`src/rtl/tg_pkg.sv`:
```
package tg_pkg;

   // One configuration word: start position in the upper half, end in the lower half.
   typedef struct packed {
      logic [15:0] first;
      logic [15:0] last;
   } tg_span_t;

   localparam int TG_SLOT_TOTALS = 0;
   localparam int TG_SLOT_HSYNC  = 1;
   localparam int TG_SLOT_VSYNC  = 2;
   localparam int TG_SLOT_HACT   = 3;
   localparam int TG_SLOT_VACT   = 4;
   localparam int TG_SLOT_AUX0   = 5;

endpackage

```
`src/rtl/tg_regfile.sv`:
```
module tg_regfile
   import tg_pkg::*;
#(
   parameter int NAUX = 4,
   parameter int AW   = 4
) (
   input  logic          clk,
   input  logic          rst_n,
   input  logic          wr_en,
   input  logic [AW-1:0] wr_addr,
   input  logic [31:0]   wr_data,
   input  logic          commit,
   output tg_span_t      tot_q,
   output tg_span_t      hs_q,
   output tg_span_t      vs_q,
   output tg_span_t      ha_q,
   output tg_span_t      va_q,
   output tg_span_t      aux_q [NAUX]
);

   localparam int NSLOT = TG_SLOT_AUX0 + NAUX;

   generate
      if (NSLOT > (1 << AW)) begin : g_bad_aw
         $error("tg_regfile: AW too narrow for %0d slots", NSLOT);
      end
   endgenerate

   tg_span_t stg [NSLOT];
   tg_span_t act [NSLOT];

   genvar gi;
   generate
      for (gi = 0; gi < NSLOT; gi++) begin : g_slot
         always_ff @(posedge clk) begin
            if (!rst_n) begin
               stg[gi] <= '0;
               act[gi] <= '0;
            end else begin
               if (wr_en && (wr_addr == AW'(gi)))
                  stg[gi] <= wr_data;
               if (commit)
                  act[gi] <= stg[gi];
            end
         end

         // working values move only on a commit
         assert_working_set_held_R8 : assert property (
            @(posedge clk) disable iff (!rst_n)
            !commit |=> $stable(act[gi]));
      end

      for (gi = 0; gi < NAUX; gi++) begin : g_aux_out
         assign aux_q[gi] = act[TG_SLOT_AUX0 + gi];
      end
   endgenerate

   assign tot_q = act[TG_SLOT_TOTALS];
   assign hs_q  = act[TG_SLOT_HSYNC];
   assign vs_q  = act[TG_SLOT_VSYNC];
   assign ha_q  = act[TG_SLOT_HACT];
   assign va_q  = act[TG_SLOT_VACT];

endmodule

```
`src/rtl/tg_axis.sv`:
```
module tg_axis #(
   parameter int CW = 12
) (
   input  logic          clk,
   input  logic          rst_n,
   input  logic          run,
   input  logic          step,
   input  logic [15:0]   limit,
   output logic [CW-1:0] cnt,
   output logic          wrap
);

   logic [16:0] nxt;

   assign nxt  = {1'b0, 16'(cnt)} + 17'd1;
   assign wrap = (nxt >= {1'b0, limit});

   always_ff @(posedge clk) begin
      if (!rst_n)
         cnt <= '0;
      else if (!run)
         cnt <= '0;
      else if (step)
         cnt <= wrap ? '0 : cnt + CW'(1);
   end

   // a wrapping step returns the counter to zero
   assert_wrap_to_zero_R6 : assert property (
      @(posedge clk) disable iff (!rst_n)
      (run && step && wrap) |=> (cnt == '0));

   // the counter stays below a non-zero total while scanning
   assert_count_in_range_R6 : assert property (
      @(posedge clk) disable iff (!rst_n)
      (run && (limit != 16'd0) && (limit <= 16'(1 << (CW - 1)))) |->
         ({1'b0, 16'(cnt)} < {1'b0, limit}));

   // idle forces the counter to zero
   assert_idle_counter_zero_R9 : assert property (
      @(posedge clk) disable iff (!rst_n)
      !run |=> (cnt == '0));

endmodule

```
`src/rtl/tg_window.sv`:
```
module tg_window
   import tg_pkg::*;
#(
   parameter int CW = 12
) (
   input  logic [CW-1:0] pos,
   input  tg_span_t      span,
   output logic          hit
);

   logic [15:0] p16;

   assign p16 = 16'(pos);
   assign hit = (p16 >= span.first) && (p16 < span.last);

endmodule

```
`src/rtl/tg_ctrl.sv`:
```
module tg_ctrl (
   input  logic clk,
   input  logic rst_n,
   input  logic start,
   input  logic stop,
   input  logic frame_end,
   output logic run,
   output logic commit
);

   logic pend;
   logic run_n;
   logic pend_n;

   assign commit = start & ~run;

   always_comb begin
      run_n  = run;
      pend_n = pend;
      if (!run) begin
         run_n  = start;
         pend_n = 1'b0;
      end else if (frame_end && (pend || stop)) begin
         run_n  = 1'b0;
         pend_n = 1'b0;
      end else if (stop) begin
         pend_n = 1'b1;
      end
   end

   always_ff @(posedge clk) begin
      if (!rst_n) begin
         run  <= 1'b0;
         pend <= 1'b0;
      end else begin
         run  <= run_n;
         pend <= pend_n;
      end
   end

   // scanning never halts inside a frame
   assert_no_midframe_halt_R10 : assert property (
      @(posedge clk) disable iff (!rst_n)
      (run && !frame_end) |=> run);

   // idle leaves only through a start request
   assert_idle_needs_start_R8 : assert property (
      @(posedge clk) disable iff (!rst_n)
      (!run && !start) |=> !run);

endmodule

```
`src/rtl/tft_raster_gen.sv`:
```
module tft_raster_gen
   import tg_pkg::*;
#(
   parameter int CW      = 12,
   parameter int NAUX    = 4,
   parameter int AW      = 4,
   parameter bit OUT_REG = 1'b1
) (
   input  logic            clk,
   input  logic            rst_n,
   input  logic            cfg_we,
   input  logic [AW-1:0]   cfg_addr,
   input  logic [31:0]     cfg_wdata,
   input  logic            ctl_start,
   input  logic            ctl_stop,
   output logic            lcd_hsync,
   output logic            lcd_vsync,
   output logic            lcd_de,
   output logic [NAUX-1:0] lcd_aux
);

   localparam int OW = 3 + NAUX;

   generate
      if (CW < 2 || CW > 16) begin : g_bad_cw
         $error("tft_raster_gen: CW must be 2..16");
      end
      if (NAUX < 1 || NAUX > 8) begin : g_bad_naux
         $error("tft_raster_gen: NAUX must be 1..8");
      end
   endgenerate

   tg_span_t tot, hs_w, vs_w, ha_w, va_w;
   tg_span_t aux_w [NAUX];

   logic          run, commit;
   logic [CW-1:0] hpos, vpos;
   logic          h_wrap, v_wrap;
   logic          hs_hit, vs_hit, ha_hit, va_hit;
   logic [NAUX-1:0] aux_hit;
   logic [OW-1:0] raw, outv;

   tg_ctrl u_ctrl (
      .clk       (clk),
      .rst_n     (rst_n),
      .start     (ctl_start),
      .stop      (ctl_stop),
      .frame_end (h_wrap & v_wrap),
      .run       (run),
      .commit    (commit)
   );

   tg_regfile #(.NAUX(NAUX), .AW(AW)) u_regs (
      .clk     (clk),
      .rst_n   (rst_n),
      .wr_en   (cfg_we),
      .wr_addr (cfg_addr),
      .wr_data (cfg_wdata),
      .commit  (commit),
      .tot_q   (tot),
      .hs_q    (hs_w),
      .vs_q    (vs_w),
      .ha_q    (ha_w),
      .va_q    (va_w),
      .aux_q   (aux_w)
   );

   tg_axis #(.CW(CW)) u_hcnt (
      .clk   (clk),
      .rst_n (rst_n),
      .run   (run),
      .step  (1'b1),
      .limit (tot.first),
      .cnt   (hpos),
      .wrap  (h_wrap)
   );

   tg_axis #(.CW(CW)) u_vcnt (
      .clk   (clk),
      .rst_n (rst_n),
      .run   (run),
      .step  (h_wrap),
      .limit (tot.last),
      .cnt   (vpos),
      .wrap  (v_wrap)
   );

   tg_window #(.CW(CW)) u_hs (.pos(hpos), .span(hs_w), .hit(hs_hit));
   tg_window #(.CW(CW)) u_vs (.pos(vpos), .span(vs_w), .hit(vs_hit));
   tg_window #(.CW(CW)) u_ha (.pos(hpos), .span(ha_w), .hit(ha_hit));
   tg_window #(.CW(CW)) u_va (.pos(vpos), .span(va_w), .hit(va_hit));

   genvar gi;
   generate
      for (gi = 0; gi < NAUX; gi++) begin : g_aux
         tg_window #(.CW(CW)) u_aux (
            .pos  (hpos),
            .span (aux_w[gi]),
            .hit  (aux_hit[gi])
         );
      end
   endgenerate

   assign raw = {aux_hit, ha_hit & va_hit, vs_hit, hs_hit};

   generate
      if (OUT_REG) begin : g_out_reg
         always_ff @(posedge clk) begin
            if (!rst_n)
               outv <= '0;
            else
               outv <= run ? raw : '0;
         end

         // an idle cycle is followed by quiet outputs
         assert_quiet_when_idle_R9 : assert property (
            @(posedge clk) disable iff (!rst_n)
            !run |=> (outv == '0));

         // outputs leave reset low
         assert_reset_quiet_R1 : assert property (
            @(posedge clk)
            !rst_n |=> (outv == '0));
      end else begin : g_out_comb
         assign outv = run ? raw : '0;
      end
   endgenerate

   assign lcd_hsync = outv[0];
   assign lcd_vsync = outv[1];
   assign lcd_de    = outv[2];
   assign lcd_aux   = outv[OW-1:3];

endmodule

```
`config.mk`:
```
export PLATFORM = sky130hd
export DESIGN_NAME = tft_raster_gen
export DESIGN_NICKNAME = d
export VERILOG_FILES = /design/src/rtl/tg_pkg.sv /design/src/rtl/tg_regfile.sv /design/src/rtl/tg_axis.sv /design/src/rtl/tg_window.sv /design/src/rtl/tg_ctrl.sv /design/src/rtl/tft_raster_gen.sv
export SDC_FILE = /design/constraint.sdc
export NUM_CORES = 1
export LEC_CHECK = 0
export ABC_AREA = 0
export BUFFER_PORTS_ARGS = -buffer_cell sky130_fd_sc_hd__clkbuf_2
export CORE_MARGIN = 2
export CORE_UTILIZATION = 32
export CTS_CLUSTER_SIZE = 14
export DETAILED_ROUTE_END_ITERATION = 6
export HOLD_SLACK_MARGIN = 0.08
export PLACE_DENSITY = 0.44
export SLEW_MARGIN = 20
export SYNTH_ARGS = -nofsm -noshare
export SYNTH_HDL_FRONTEND = slang
export SYNTH_SLANG_ARGS = --single-unit
```
`constraint.sdc`:
```
create_clock -name clk -period 53.9 [get_ports clk]
set_input_delay 16.17 -clock clk [delete_from_list [all_inputs] [get_ports clk]]
set_output_delay 16.17 -clock clk [all_outputs]
set_load 0.01 [all_outputs]
```
==> results.ini <==
[cts]
postCtsHoldBufs = 0
cts.sinks = 609
cts_made_buffers = 71
postCtsSetupRepairBufs = 0
cts_tree = built
htree_num_levels = 3
insertion_delay_ps = 600
path_clk_slew_ps = 60
post_cts_resized = 0
clockBufferDepth = 3
clock-root-buffer = clkbuf_16

[power]
ir_worst_vdd_v = 0.00001789
power_density_nw_per_um2 = 33.96
p_leak_nw = 12.86

[logic_synthesis]
postSynthCellCount = 2119
synth_area_per_cell_um2 = 13.20
synth_area_leaders = edfxtp_1 (62%), and2_1 (13%), ha_1 (9.5%)
ys_warn_count = 0
yosys.area.top_type_share_pct = 61.82
ys_seq_area_share_pct = 64.19
syn_nets = 2373
synth_top_area_cell = edfxtp_1
ys.flop_type = edfxtp_1
synth_edf_count = 576
ys_types = 55
yosys_register_bits = 609
syn_area_um2 = 27980
async_flop_share_pct = 0

[place]
gp_congestion = 0.7625
hpwl_um = 42270
io_buffer_count = 47
pre_cts_slack_ps = 32880

[run]
maxCapViolations = 0

[worst_setup_path]
r2r_cells = 5
critPathArrivalTime_ps = 20460
cp_max_fo = 79
cp_data_required_time_ps = 54110
startpoint_type = input port
worstSetupPathType = in -> reg
cp-end-kind = flip-flop

[grt]
antenna_found_initial = 16
grt-ovfl-total = 0
grt_pass1_wl_um = 101900
grt_usage_pct = 15.47
first_global_vias = 15930
grt_max_degree = 114

[sta]
setup_ws_ps = 33650
slew_headroom_pct = 27.59
period_needed_ps = 20250
hold_viol_final = 0
worst_slew_pin_slew_ps = 1086
fmax_mhz = 49.38
clock_skew_ps = 14.81
rsz0062_at_grt = false
holdWs_ps = 502.9
final-setup-viol-count = 0
drv_slew = 0
fin_crit_sh_pct = 37.57
setup_tns_ps = 0

[floorplan]
initial_core_util_pct = 32.25
fp.dieW_um = 299.7
std_cell_rows = 108
pin_count = 48
die_h_um = 299.7
dieArea_um2 = 89810
core_um2 = 86750

[route]
remaining_drc_errors = 0
routed_wirelength_um = 68390
dr_wl_met3_um = 3061
dr_total_vias = 15670
routedWlPerCell_um = 19.98
dr.pass1.iters = 5
wl_met1_um = 30770
drtIter0Drc = 819
wl_met2_um = 32740
vias_per_cell = 4.578
routed.top_layer = met4
ant_nets = 0

[run_status]
status = finished clean

[worst_hold_path]
hold_class = reg -> reg
hold_depth = 2

[cells_and_area]
layout-drive-gt1-share_pct = 9.187
layout_common_cells = and2_1 (583), edfxtp_1 (576), inv_1 (223), ha_1 (213), clkbuf_16 (75)
layout_commonest_cell = and2_1
fin_nets = 2462
area_delta_synth_final_pct = 14.84
multiInputGateArea_um2 = 9092
register_area_um2 = 17960
num-fill-cells = 8254

-- path summary, 6_finish.rpt --
check,startpoint,end,slack (ps)
max reg2reg,u_ctrl.run,u_regs.act[3][0],49320
min reg2reg,u_ctrl.pend,u_ctrl.pend,500
max,rst_n,u_regs.act[3][0],33650
min,u_ctrl.pend,u_ctrl.pend,500
-- report_power, final --
group	switching [W]	internal [W]	total, W
sequential	0.00000797	0.000548	0.000556
clock	0.000192	0.000278	0.000470
combinational	0.0000460	0.0000188	0.0000648
-- cells in the mapped netlist, drive strengths merged (20+ instances only) --
cell / number
inv: 224
o21ai: 50
nand2: 32
and2: 583
a21o: 40
a21oi: 44
dfxtp: 33
edfxtp: 576
clkbuf: 60
nand3: 25
a211oi: 20
ha: 213
nor2: 35
nand4: 22
-- flip-flops by register name, indices dropped and copies added, names as in the netlist --
| signal | flops |
|---|---|
| outv | 7 |
| u_regs.stg | 288 |
| u_ctrl.pend | 1 |
| u_ctrl.run | 1 |
| u_vcnt.cnt | 12 |
| u_hcnt.cnt | 12 |
| u_regs.act | 288 |
-- logic make-up (layout without fill, tap and decap cells) --
kind of cell               count (synthesis)  count (layout)  share of synthesized area [%]
AOI/OAI and AO/OA                        209             209                          4.893
xor gates and xnor gates                  19              19                         0.5948
adders and majority gates                213             213                          9.526
buffers and inverters                    289             434                          3.909
DFF                                      609             609                          64.19
muxes                                      1               1                        0.03578
other                                      0               3                              0
and+or+nand+nor                          779             779                          16.86
-- per-layer routing --
metal	track usage (%)	vias to the layer above
met4	4.524	0
met5	0	-
met2	26.05	282
met3	2.406	104
li1	-	7599
met1	20.59	7681
-- worst max-delay path: stages --
cell	delay, ps
clkbuf_2	430
o21ai_4	170
buf_4	820
buf_4	810
buf_4	890
buf_4	930
-- through the flow --
| step | utilization [%] | total power (W) | instance area (um2) | std cells |
|---|---|---|---|---|
| 3_3_place_gp | 34.34 | 0.0006309 | 29790 | 3288 |
| 2_1_floorplan | - | 0.0006143 | 27980 | 2119 |
| 3_5_place_dp | 34.36 | 0.0006331 | 29810 | 3288 |
| 4_1_cts | 36.96 | 0.001108 | 32060 | 3417 |
| 6_report | 37.03 | 0.001091 | 32130 | 3422 |
| 5_1_grt | 37.03 | 0.001133 | 32120 | 3419 |
-- layout make-up --
class                   instances  area share (%)
multi-input cells            1221           28.30
diodes                          3         0.02337
inverters                     224           2.617
clock inverters                33          0.8061
clock buffers                  96           6.212
well taps                    1155           4.498
repair buffers                 81           1.651
flip-flops and latches        609           55.89
(Power assumes the default switching activity.)
